[src/rtl/sdc_pkg.sv]
package sdc_pkg;

   typedef enum logic [3:0] {
      CMD_MODE_SET  = 4'd0,
      CMD_CLOSE_ONE = 4'd1,
      CMD_CLOSE_ALL = 4'd2,
      CMD_OPEN_ROW  = 4'd3,
      CMD_WRITE     = 4'd4,
      CMD_WRITE_AC  = 4'd5,
      CMD_READ      = 4'd6,
      CMD_READ_AC   = 4'd7,
      CMD_HALT      = 4'd8,
      CMD_IDLE      = 4'd9,
      CMD_UNSEL     = 4'd10,
      CMD_REFRESH   = 4'd11
   } sdc_cmd_e;

   function automatic logic is_access(input sdc_cmd_e c);
      return (c == CMD_WRITE) || (c == CMD_WRITE_AC) ||
             (c == CMD_READ)  || (c == CMD_READ_AC);
   endfunction

   function automatic logic is_autoclose(input sdc_cmd_e c);
      return (c == CMD_WRITE_AC) || (c == CMD_READ_AC);
   endfunction

endpackage

[src/rtl/sdc_decode.sv]
module sdc_decode
   import sdc_pkg::*;
(
   input  logic     cs_n,
   input  logic     ras_n,
   input  logic     cas_n,
   input  logic     we_n,
   input  logic     flag_a10,
   output sdc_cmd_e cmd
);
   always_comb begin
      if (cs_n) begin
         cmd = CMD_UNSEL;
      end else begin
         unique case ({ras_n, cas_n, we_n})
            3'b000:  cmd = CMD_MODE_SET;
            3'b001:  cmd = CMD_REFRESH;
            3'b010:  cmd = flag_a10 ? CMD_CLOSE_ALL : CMD_CLOSE_ONE;
            3'b011:  cmd = CMD_OPEN_ROW;
            3'b100:  cmd = flag_a10 ? CMD_WRITE_AC : CMD_WRITE;
            3'b101:  cmd = flag_a10 ? CMD_READ_AC : CMD_READ;
            3'b110:  cmd = CMD_HALT;
            default: cmd = CMD_IDLE;
         endcase
      end
   end
endmodule

[src/rtl/sdc_mode_reg.sv]
module sdc_mode_reg #(
   parameter int          MODE_W   = 10,
   parameter logic [2:0]  LAT_CODE = 3'b010,
   parameter logic [2:0]  LEN4     = 3'b010,
   parameter logic [2:0]  LEN8     = 3'b011
) (
   input  logic              clk,
   input  logic              rst_n,
   input  logic              wr_en,
   input  logic [MODE_W-1:0] wr_word,
   output logic [MODE_W-1:0] mode_q,
   output logic              long_burst
);
   localparam logic [MODE_W-1:0] RESET_WORD =
      MODE_W'({LAT_CODE, 1'b0, LEN4});

   logic word_ok;

   always_comb begin
      word_ok = (wr_word[8:7] == 2'b00) &&
                (wr_word[6:4] == LAT_CODE) &&
                (wr_word[3] == 1'b0) &&
                ((wr_word[2:0] == LEN4) || (wr_word[2:0] == LEN8));
   end

   always_ff @(posedge clk) begin
      if (!rst_n)                mode_q <= RESET_WORD;
      else if (wr_en && word_ok) mode_q <= wr_word;
   end

   assign long_burst = (mode_q[2:0] == LEN8);
endmodule

[src/rtl/sdc_burst.sv]
module sdc_burst #(
   parameter int NBANK = 2,
   parameter int CNT_W = 3
) (
   input  logic             clk,
   input  logic             rst_n,
   input  logic             start,
   input  logic             start_ac,
   input  logic             start_bank,
   input  logic [CNT_W-1:0] len_m1,
   input  logic             halt,
   input  logic [NBANK-1:0] cancel_vec,
   output logic             busy,
   output logic             ac_pend,
   output logic [NBANK-1:0] auto_close
);
   logic [CNT_W-1:0] cnt_q;
   logic             ac_bank_q;
   logic             last_beat;
   logic             cancelled;

   assign last_beat = busy && (cnt_q == '0);
   assign cancelled = ac_pend && cancel_vec[ac_bank_q];

   always_ff @(posedge clk) begin
      if (!rst_n) begin
         busy      <= 1'b0;
         ac_pend   <= 1'b0;
         cnt_q     <= '0;
         ac_bank_q <= 1'b0;
      end else if (start) begin
         busy      <= 1'b1;
         ac_pend   <= start_ac;
         cnt_q     <= len_m1;
         ac_bank_q <= start_bank;
      end else if (halt || last_beat) begin
         busy    <= 1'b0;
         ac_pend <= 1'b0;
      end else begin
         if (busy)      cnt_q   <= cnt_q - 1'b1;
         if (cancelled) ac_pend <= 1'b0;
      end
   end

   for (genvar b = 0; b < NBANK; b++) begin : g_close
      assign auto_close[b] = ac_pend && !cancelled && (ac_bank_q == 1'(b)) &&
                             !start && (halt || last_beat);
   end
endmodule

[src/rtl/sdc_bank.sv]
module sdc_bank #(
   parameter int ROW_W = 11
) (
   input  logic             clk,
   input  logic             rst_n,
   input  logic             open_en,
   input  logic             close_en,
   input  logic [ROW_W-1:0] row_in,
   output logic             active,
   output logic [ROW_W-1:0] row_q
);
   always_ff @(posedge clk) begin
      if (!rst_n) begin
         active <= 1'b0;
         row_q  <= '0;
      end else if (close_en) begin
         active <= 1'b0;
      end else if (open_en) begin
         active <= 1'b1;
         row_q  <= row_in;
      end
   end
endmodule

[src/rtl/sdram_cmd_tracker.sv]
module sdram_cmd_tracker
   import sdc_pkg::*;
#(
   parameter int         ADDR_W   = 11,
   parameter int         AC_BIT   = 10,
   parameter int         MODE_W   = 10,
   parameter int         NBANK    = 2,
   parameter logic [2:0] LAT_CODE = 3'b010,
   parameter logic [2:0] LEN4     = 3'b010,
   parameter logic [2:0] LEN8     = 3'b011
) (
   input  logic                    clk,
   input  logic                    rst_n,
   input  logic                    cs_n,
   input  logic                    ras_n,
   input  logic                    cas_n,
   input  logic                    we_n,
   input  logic                    bank_sel,
   input  logic [ADDR_W-1:0]       addr,
   output logic [3:0]              cmd_o,
   output logic                    illegal_o,
   output logic [NBANK-1:0]        bank_active_o,
   output logic [NBANK*ADDR_W-1:0] open_row_o,
   output logic [MODE_W-1:0]       mode_o
);
   localparam int CNT_W = 3;

   if (NBANK != 2) begin : g_bad_nbank
      $error("sdram_cmd_tracker: one bank-select bit needs NBANK == 2");
   end
   if (AC_BIT >= ADDR_W) begin : g_bad_acbit
      $error("sdram_cmd_tracker: AC_BIT must lie inside the address");
   end
   if (MODE_W < 9 || MODE_W > ADDR_W) begin : g_bad_mode
      $error("sdram_cmd_tracker: MODE_W must cover the fields and fit the address");
   end

   sdc_cmd_e         cmd;
   logic             refused;
   logic             long_burst;
   logic             busy, ac_pend;
   logic [NBANK-1:0] auto_close;
   logic [NBANK-1:0] deac_vec;
   logic [NBANK-1:0] open_vec;
   logic             mode_wr;
   logic             acc_start;

   sdc_decode u_dec (
      .cs_n     (cs_n),
      .ras_n    (ras_n),
      .cas_n    (cas_n),
      .we_n     (we_n),
      .flag_a10 (addr[AC_BIT]),
      .cmd      (cmd)
   );

   always_comb begin
      refused = 1'b0;
      if (cmd == CMD_OPEN_ROW)
         refused = bank_active_o[bank_sel];
      else if (is_access(cmd))
         refused = !bank_active_o[bank_sel] || ac_pend;
      else if (cmd == CMD_MODE_SET || cmd == CMD_REFRESH)
         refused = |bank_active_o;
   end

   assign acc_start = is_access(cmd) && !refused;
   assign mode_wr   = (cmd == CMD_MODE_SET) && !refused;

   for (genvar b = 0; b < NBANK; b++) begin : g_bank_ctl
      assign deac_vec[b] = (cmd == CMD_CLOSE_ALL) ||
                           ((cmd == CMD_CLOSE_ONE) && (bank_sel == 1'(b)));
      assign open_vec[b] = (cmd == CMD_OPEN_ROW) && !refused &&
                           (bank_sel == 1'(b));

      sdc_bank #(.ROW_W(ADDR_W)) u_bank (
         .clk      (clk),
         .rst_n    (rst_n),
         .open_en  (open_vec[b]),
         .close_en (deac_vec[b] | auto_close[b]),
         .row_in   (addr),
         .active   (bank_active_o[b]),
         .row_q    (open_row_o[b*ADDR_W +: ADDR_W])
      );
   end

   sdc_burst #(.NBANK(NBANK), .CNT_W(CNT_W)) u_burst (
      .clk        (clk),
      .rst_n      (rst_n),
      .start      (acc_start),
      .start_ac   (is_autoclose(cmd)),
      .start_bank (bank_sel),
      .len_m1     (long_burst ? CNT_W'(7) : CNT_W'(3)),
      .halt       (cmd == CMD_HALT),
      .cancel_vec (deac_vec),
      .busy       (busy),
      .ac_pend    (ac_pend),
      .auto_close (auto_close)
   );

   sdc_mode_reg #(
      .MODE_W   (MODE_W),
      .LAT_CODE (LAT_CODE),
      .LEN4     (LEN4),
      .LEN8     (LEN8)
   ) u_mode (
      .clk        (clk),
      .rst_n      (rst_n),
      .wr_en      (mode_wr),
      .wr_word    (addr[MODE_W-1:0]),
      .mode_q     (mode_o),
      .long_burst (long_burst)
   );

   always_ff @(posedge clk) begin
      if (!rst_n) begin
         cmd_o     <= CMD_IDLE;
         illegal_o <= 1'b0;
      end else begin
         cmd_o     <= cmd;
         illegal_o <= refused;
      end
   end
endmodule

[config.mk]
export PLATFORM = sky130hd
export DESIGN_NAME = sdram_cmd_tracker
export DESIGN_NICKNAME = d
export VERILOG_FILES = /design/src/rtl/sdc_pkg.sv /design/src/rtl/sdc_decode.sv /design/src/rtl/sdc_mode_reg.sv /design/src/rtl/sdc_burst.sv /design/src/rtl/sdc_bank.sv /design/src/rtl/sdram_cmd_tracker.sv
export SDC_FILE = /design/constraint.sdc
export NUM_CORES = 1
export LEC_CHECK = 0
export BUFFER_PORTS_ARGS = -buffer_cell sky130_fd_sc_hd__buf_2
export CAP_MARGIN = 15
export CELL_PAD_IN_SITES_DETAIL_PLACEMENT = 0
export CELL_PAD_IN_SITES_GLOBAL_PLACEMENT = 1
export CORE_UTILIZATION = 42
export DETAILED_ROUTE_END_ITERATION = 10
export GPL_ROUTABILITY_DRIVEN = 1
export GPL_TIMING_DRIVEN = 0
export PLACE_DENSITY_LB_ADDON = 0.3
export REMOVE_ABC_BUFFERS = 1
export SLEW_MARGIN = 20
export SYNTH_ARGS = -nofsm -noshare
export SYNTH_HDL_FRONTEND = slang
export SYNTH_HIERARCHICAL = 1
export SYNTH_SLANG_ARGS = --single-unit
[constraint.sdc]
create_clock -name clk -period 8.5 [get_ports clk]
set_input_delay 2.55 -clock clk [delete_from_list [all_inputs] [get_ports clk]]
set_output_delay 2.55 -clock clk [all_outputs]
set_load 0.05 [all_outputs]
## After elaboration in Yosys (flattened, before gate mapping)

Cells that the tools add are included.

- Flip-flop bits (word level): 45
- Input port bits: 18
- Word-level logic and storage cells: 110

- Add/sub/neg operators: 1
- $lt $le $gt $ge: 2
- Equal/unequal tests: 20
- Mux-type cells: 21
- Bitwise operators: 8
- Reduce and logical (&&, ||, !) cells: 47

Operators by type and width:

| operator | number |
|---|---|
| one-hot mux 4 bit (7 select lines) | 1 |
| logical AND 1 bit | 20 |
| equality test 3 x 2 -> 1 bit, second input constant | 6 |
| equality test 4 x 3 -> 1 bit, second input constant | 4 |
| two-way mux 1 bit | 14 |
| two-way mux 3 bit | 4 |
| logical OR 1 bit | 10 |
| equality test 3 bit, second input constant | 3 |
| equality test 4 x 2 -> 1 bit, second input constant | 2 |
| equality test 4 bit, second input constant | 2 |
| logical NOT 3 bit | 2 |
| inverter 1 bit | 6 |
| AND reduction 2 bit | 3 |
| OR reduction 2 bit | 3 |
| equality test 4 x 1 -> 1 bit, second input constant | 1 |
| logical NOT 1 bit | 4 |
| logical NOT 4 bit | 1 |
| < comparator 1 x 2 -> 1 bit, second input constant | 2 |
| two-way mux 4 bit | 1 |
| nonzero test 2 bit | 2 |
| equality test 3 x 1 -> 1 bit, second input constant | 1 |
| nonzero test 3 bit | 1 |
| subtractor 3 x 1 -> 3 bit, second input constant | 1 |
| logical NOT 2 bit | 1 |
| 3 further kinds | 4 |

## Depth between registers and ports, before layout

- Depth in word-level cells: 17
- Depth in mapped cells: 13
- Gate-level depth less buffers: 11

## Modules after synthesis

Netlist, hierarchy kept.

By module, submodules not included:

| module | times used | cells an instance | area each (sq um) | seq. area each (sq um) |
|---|---|---|---|---|
| sdc_bank | 2 | 51 | 500.5 | 240.2 |
| sdc_burst | 1 | 42 | 367.9 | 120.1 |
| sdc_mode_reg | 1 | 32 | 341.6 | 200.2 |
| sdram_cmd_tracker | 1 | 40 | 317.8 | 100.1 |
| sdc_decode | 1 | 11 | 80.1 | 0.0 |

## Least setup slack after synthesis

Ideal clock, no wire load.

- Path kind: input to register
- From: input cas_n
- To: register g_bank_ctl[0].u_bank.row_q[0]
- Data arrival time: 4,501 ps
- Slack: 3,927 ps
- Stages: 11
- Cells stage by stage: and4bb_1 -> a311o_1 -> or3b_1 -> a21boi_2 -> mux2i_1 -> o2111ai_1 -> nor2_1 -> or2_1 -> nor2b_4 -> buf_12 -> mux2i_1

- Cells in the longest elaborated chain, start to end: 17
- Elaborated cells on any way between the ends: 47
- Those cells by class: eq/ne (15); mux (7); bitwise (2); reduce/logical (23)

Ends and longest elaborated chain:

| item | RTL line | text |
|---|---|---|
| start, declared | sdram_cmd_tracker.sv:16 | `input logic cas_n,` |
| equality test 3 bit (tied with other cells) | sdc_decode.sv:15 | `unique case ({ras_n, cas_n, we_n})` |
| one-hot mux 4 bit (7 select lines) * | sdc_decode.sv:15 |  |
| two-way mux 4 bit * | sdc_decode.sv:12 | `if (cs_n) begin` |
| net cmd[0] | sdram_cmd_tracker.sv:38 | `sdc_cmd_e cmd;` |
| equality test 4 x 1 -> 1 bit | sdram_cmd_tracker.sv:72 | `((cmd == CMD_CLOSE_ONE) && (bank_sel == 1'(b)));` |
| logical AND 1 bit | sdram_cmd_tracker.sv:72 |  |
| logical OR 1 bit * | sdram_cmd_tracker.sv:71 | `assign deac_vec[b] = (cmd == CMD_CLOSE_ALL) \|\|` |
| net deac_vec[0] | sdram_cmd_tracker.sv:43 | `logic [NBANK-1:0] deac_vec;` |
| two-way mux 1 bit (implied by the code) * (2 in series) | sdc_burst.sv:23 | `assign cancelled = ac_pend && cancel_vec[ac_bank_q];` |
| logical AND 1 bit * | sdc_burst.sv:23 |  |
| logical NOT 1 bit * | sdc_burst.sv:46 | `assign auto_close[b] = ac_pend && !cancelled && (ac_bank_q == 1'(b)) &&` |
| logical AND 1 bit * (3 in series) | sdc_burst.sv:46 |  |
| logical AND 1 bit * | sdc_burst.sv:47 | `!start && (halt \|\| last_beat);` |
| net auto_close[0] | sdram_cmd_tracker.sv:42 | `logic [NBANK-1:0] auto_close;` |
| bitwise OR 1 bit * | sdram_cmd_tracker.sv:80 | `.close_en (deac_vec[b] \| auto_close[b]),` |
| inverter 1 bit (no line) * | - |  |
| AND reduction 2 bit (no line) * | - |  |
| end signal, assigned | sdc_bank.sv:20 | `row_q <= row_in;` |
| end, declared | sdc_bank.sv:10 | `output logic [ROW_W-1:0] row_q` |

Mark *: on every way through the listed nets, which the timed path passes. The rest lies on a longest branch. The select of a mux whose other input is x is not followed.
A chain may end at the register's enable or synchronous reset.

## Final worst setup path

- From: input ras_n
- To: register g_bank_ctl[1].u_bank.row_q[6]

- Cells in the longest elaborated chain, start to end: 17
- Elaborated cells on any way between the ends: 47
- Those cells by class: eq/ne (15); mux (7); bitwise (2); reduce/logical (23)

Ends and longest elaborated chain:

| item | RTL line | text |
|---|---|---|
| start, declared | sdram_cmd_tracker.sv:15 | `input logic ras_n,` |
| equality test 3 bit (tied with other cells) | sdc_decode.sv:15 |  |
| one-hot mux 4 bit (7 select lines) * | sdc_decode.sv:15 |  |
| two-way mux 4 bit * | sdc_decode.sv:12 |  |
| net cmd[3] | sdram_cmd_tracker.sv:38 |  |
| equality test 4 x 3 -> 1 bit | sdc_pkg.sv:19 | `return (c == CMD_WRITE) \|\| (c == CMD_WRITE_AC) \|\|` |
| logical OR 1 bit (2 in series) | sdc_pkg.sv:19 |  |
| logical OR 1 bit | sdc_pkg.sv:20 | `(c == CMD_READ) \|\| (c == CMD_READ_AC);` |
| two-way mux 1 bit | sdram_cmd_tracker.sv:61 | `else if (is_access(cmd))` |
| [... 3 more ...] | - |  |
| net acc_start | sdram_cmd_tracker.sv:46 | `logic acc_start;` |
| logical NOT 1 bit * | sdc_burst.sv:47 |  |
| logical AND 1 bit * | sdc_burst.sv:46 |  |
| logical AND 1 bit * | sdc_burst.sv:47 |  |
| net auto_close[1] | sdram_cmd_tracker.sv:42 |  |
| bitwise OR 1 bit * | sdram_cmd_tracker.sv:80 |  |
| inverter 1 bit (no line) * | - |  |
| AND reduction 2 bit (no line) * | - |  |
| end signal, assigned | sdc_bank.sv:20 |  |
| end, declared | sdc_bank.sv:10 |  |

Marks and branches as above.

==> results.toml <==
[job]
timing.max_cap.violations = 0

[sta]
setup_tns_ps = 0
slew_viol_final = 0
rsz0062_at_grt = "no"
finalCritPeriodShare_pct = 59.64
max_slew_margin_pct = 32.32
setup_viol = 0
fin_skew_ps = 7.980
min_period_ps = 5070
worst_pin_slew_ps = 1015
clock.fmax_ghz = 0.1973
hold_viol = 0

[power_and_ir_drop]
p_sw_w = 0.0001108
intPower_w = 0.0002887
power_frac_clock_pct = 33.6
power_w = 0.0003995
peakVddDrop_uv = 86.39
p_comb_share_pct = 12.3
p_leak_nw = 1.094
seq_power_share_pct = 54.1
sw_frac_of_total_pct = 27.74
powerDensity_nw_per_um2 = 161.3

[synthesis]
synth_seq_area_share_pct = 42.73
syn_area_um2 = 2108
ys_warn_count = 6
synth_compound_area_share_pct = 8.961
synth_edf_count = 0
synthTopCellsByArea = "dfxtp_1 43%, mux2i_1 13%, nand2_1 9.1%"
yosys.area.top_type_share_pct = 42.73
synth_adder_area_share_pct = 1.187
syn_avg_cell_area_um2 = 9.288
yosys.area.top_type = "dfxtp_1"
synth_cell_types = 48
synth-async-reset-ratio_pct = 0
synthSimpleGateAreaFrac_pct = 27.89
muxShareOfSynthArea_pct = 13.35
dominantRegCellSynth = "dfxtp_1"
synth_cells = 227
synth-seq-cells = 45
synth_top_family_by_area = "simple AND/OR/NAND/NOR gates"
synth-xor-area-share_pct = 0

[clocking]
clk_latency_ps = 300
cts_sinks = 45
cts_tree = "yes"
cts_buffer_depth = 2
cts_resized = 0
clockRootBuffer = "clkbuf_8"
cts_setup_buffers = 0
htreeDepth = 2
hold_buffers = 0
path_clk_slew_ps = 90
cts_buffers = 5

[detailed_routing]
drcViolationCount = 0
final_antenna_net_count = 0
dr_total_vias = 1661
wl_per_cell_um = 11.13
drt_iter0_markers = 91
drt_pass1_iterations = 4
via_per_inst = 4.719
routed_wl_um = 3917

[critical_path]
path_class = "in2reg"
crit_chain = "buf_2 -> and2_2 -> or3_1 -> nand2b_1 -> nor2_1 -> inv_1 -> o2111ai_1 -> nor2_1 -> or2_1 -> nor2b_4 -> mux2i_1"
end_kind = "register"
cpMostUsedCell = "nor2_1"
path_delay_family = "simple AND/OR/NAND/NOR gates"
cp_slowest_cell = "nor2_1"
cp_num_buf_inv = 2
arrival_ps = 5300
cp.required_ps = 8730
start_kind = "primary input"
max_stage_delay_ps = 480
cp_max_fo = 11

[global_route]
grt_max_degree = 65
grt-ovfl-total = 0
grt_pass1_vias = 1494
grt_pass1_wl_um = 6796
antenna_found_initial = 0
track_usage_pct = 16.65

[floorplanning]
coreArea_um2 = 4786
io_pins = 57
die_x_um = 72.85
die_height_um = 72.85
core.rowCount = 25
dieArea_um2 = 5307
start_util_pct = 44.05

[placed_design]
place_congestion = 0.7071
dp_cells = 344
dp_hpwl_um = 2751
port_buffers = 56

[layout]
nets = 304
drive_gt1_share_pct = 25.96
finalNonFillerCells = 352
seqCellArea_um2 = 900.9
nFillCells = 488
final_util_pct = 51.74
multi_input_area_um2 = 1091
antenna_cells = 0
syn2layout_area_growth_pct = 17.45

[run_status]
status = "finished clean"

[hold_path]
hp-class = "reg2reg"
==> placed cells by master, fill, tap and decap left out, types with 2 or more instances in the layout <==
master,instances
or2_1,2
o21bai_1,2
clkbuf_8,5
nand2_1,51
o21ai_0,4
ha_1,2
a21oi_1,5
nand3_1,3
conb_1,2
and2_1,8
buf_2,56
inv_1,8
and4bb_1,2
mux2i_1,27
nand3b_1,3
nor2b_4,2
and3_1,2
nor2_1,14
and2_4,2
nor2b_1,4
nor3b_1,5
nand2b_1,4
dfxtp_1,45
==> power groups by stage <==
stage / clock [W] / sequential [W] / combinational [W]
2_1_floorplan: 0 / 0.000232 / 0.0000207
3_3_place_gp: 0 / 0.000221 / 0.0000489
3_5_place_dp: 0 / 0.000221 / 0.0000493
4_1_cts: 0.000140 / 0.000216 / 0.0000494
5_1_grt: 0.000148 / 0.000217 / 0.0000543
6_report: 0.000134 / 0.000216 / 0.0000491
==> per-layer routing <==
metal  wire length, um  vias to the layer above  GRT usage, %  part of all wire, %
li1                  -                      879             -                    -
met1              2006                      736         21.94                   51
met2              1645                       41         25.44                   42
met3               220                        5         5.525                  5.6
met4                44                        0         5.882                  1.1
met5                 0                        -             0                    0
==> path summary, 6_finish.rpt <==
path / cells after the start / from / slack, ps / end
worst max register to register: 9 / g_bank_ctl[0].u_bank/active$_SDFFE_PP0P_ / 5860 / g_bank_ctl[1].u_bank/row_q[6]$_SDFFE_PN0P_
worst min-delay path: 1 / u_mode/mode_q[5]$_SDFFE_PN1P_ / 440 / u_mode/mode_q[5]$_SDFFE_PN1P_
worst min register to register: 1 / u_mode/mode_q[5]$_SDFFE_PN1P_ / 440 / u_mode/mode_q[5]$_SDFFE_PN1P_
worst max-delay path: 11 / ras_n / 3430 / g_bank_ctl[1].u_bank/row_q[6]$_SDFFE_PN0P_
==> cell families after synthesis <==
group,count (synthesis)
AOI/OAI and AO/OA,24
adders and majority gates,2
buffers and inverters,15
DFF,45
muxes,28
other,1
and+or+nand+nor,112
==> flip-flops by register name, indices dropped and copies added (netlist names) <==
register	count
g_bank_ctl.u_bank/row_q	22
u_mode/mode_q	10
illegal_o	1
g_bank_ctl.u_bank/active	2
u_burst/busy	1
cmd_o	4
u_burst/ac_bank_q	1
u_burst/ac_pend	1
u_burst/cnt_q	3
==> cells in the mapped netlist, drive strengths merged, types with 2 or more instances <==
library cell / instances
nand2: 51
dfxtp: 45
mux2i: 27
nor2: 14
and2: 11
inv: 8
buf: 7
nor2b: 6
a21oi: 5
nand2b: 5
nor3b: 5
o21ai: 4
nand3: 3
nand3b: 3
a211oi: 2
a21boi: 2
and3: 2
and4bb: 2
ha: 2
o211ai: 2
o21bai: 2
or2: 2
==> through the flow <==
stage	setup slack (ps)	hold slack, ps	instance area [um^2]
2_1_floorplan	3714	477.2	2022
3_3_place_gp	3095	418.2	2386
3_5_place_dp	3074	424.0	2386
4_1_cts	3383	448.6	2476
5_1_grt	3138	460.3	2476
6_report	3430	442.3	2476
==> worst register-to-register path: stages (launching register included) <==
cell and delay (ps):
dfxtp_1 450, mux2_1 170, a21oi_1 90, nor2_1 450
inv_1 250, o2111ai_1 170, nor2_1 60, or2_1 280
nor2b_4 400, mux2i_1 250
==> area by class of cell <==
| type | count | area share (%) |
|---|---|---|
| inverters | 8 | 1.213 |
| flip-flops and latches | 45 | 36.38 |
| well taps | 67 | 3.386 |
| clock buffers | 5 | 2.779 |
| repair buffers | 56 | 11.32 |
| clock inverters | 3 | 0.8590 |
| multi-input cells | 168 | 44.06 |
No activity file was read; power rests on OpenSTA's default activity.
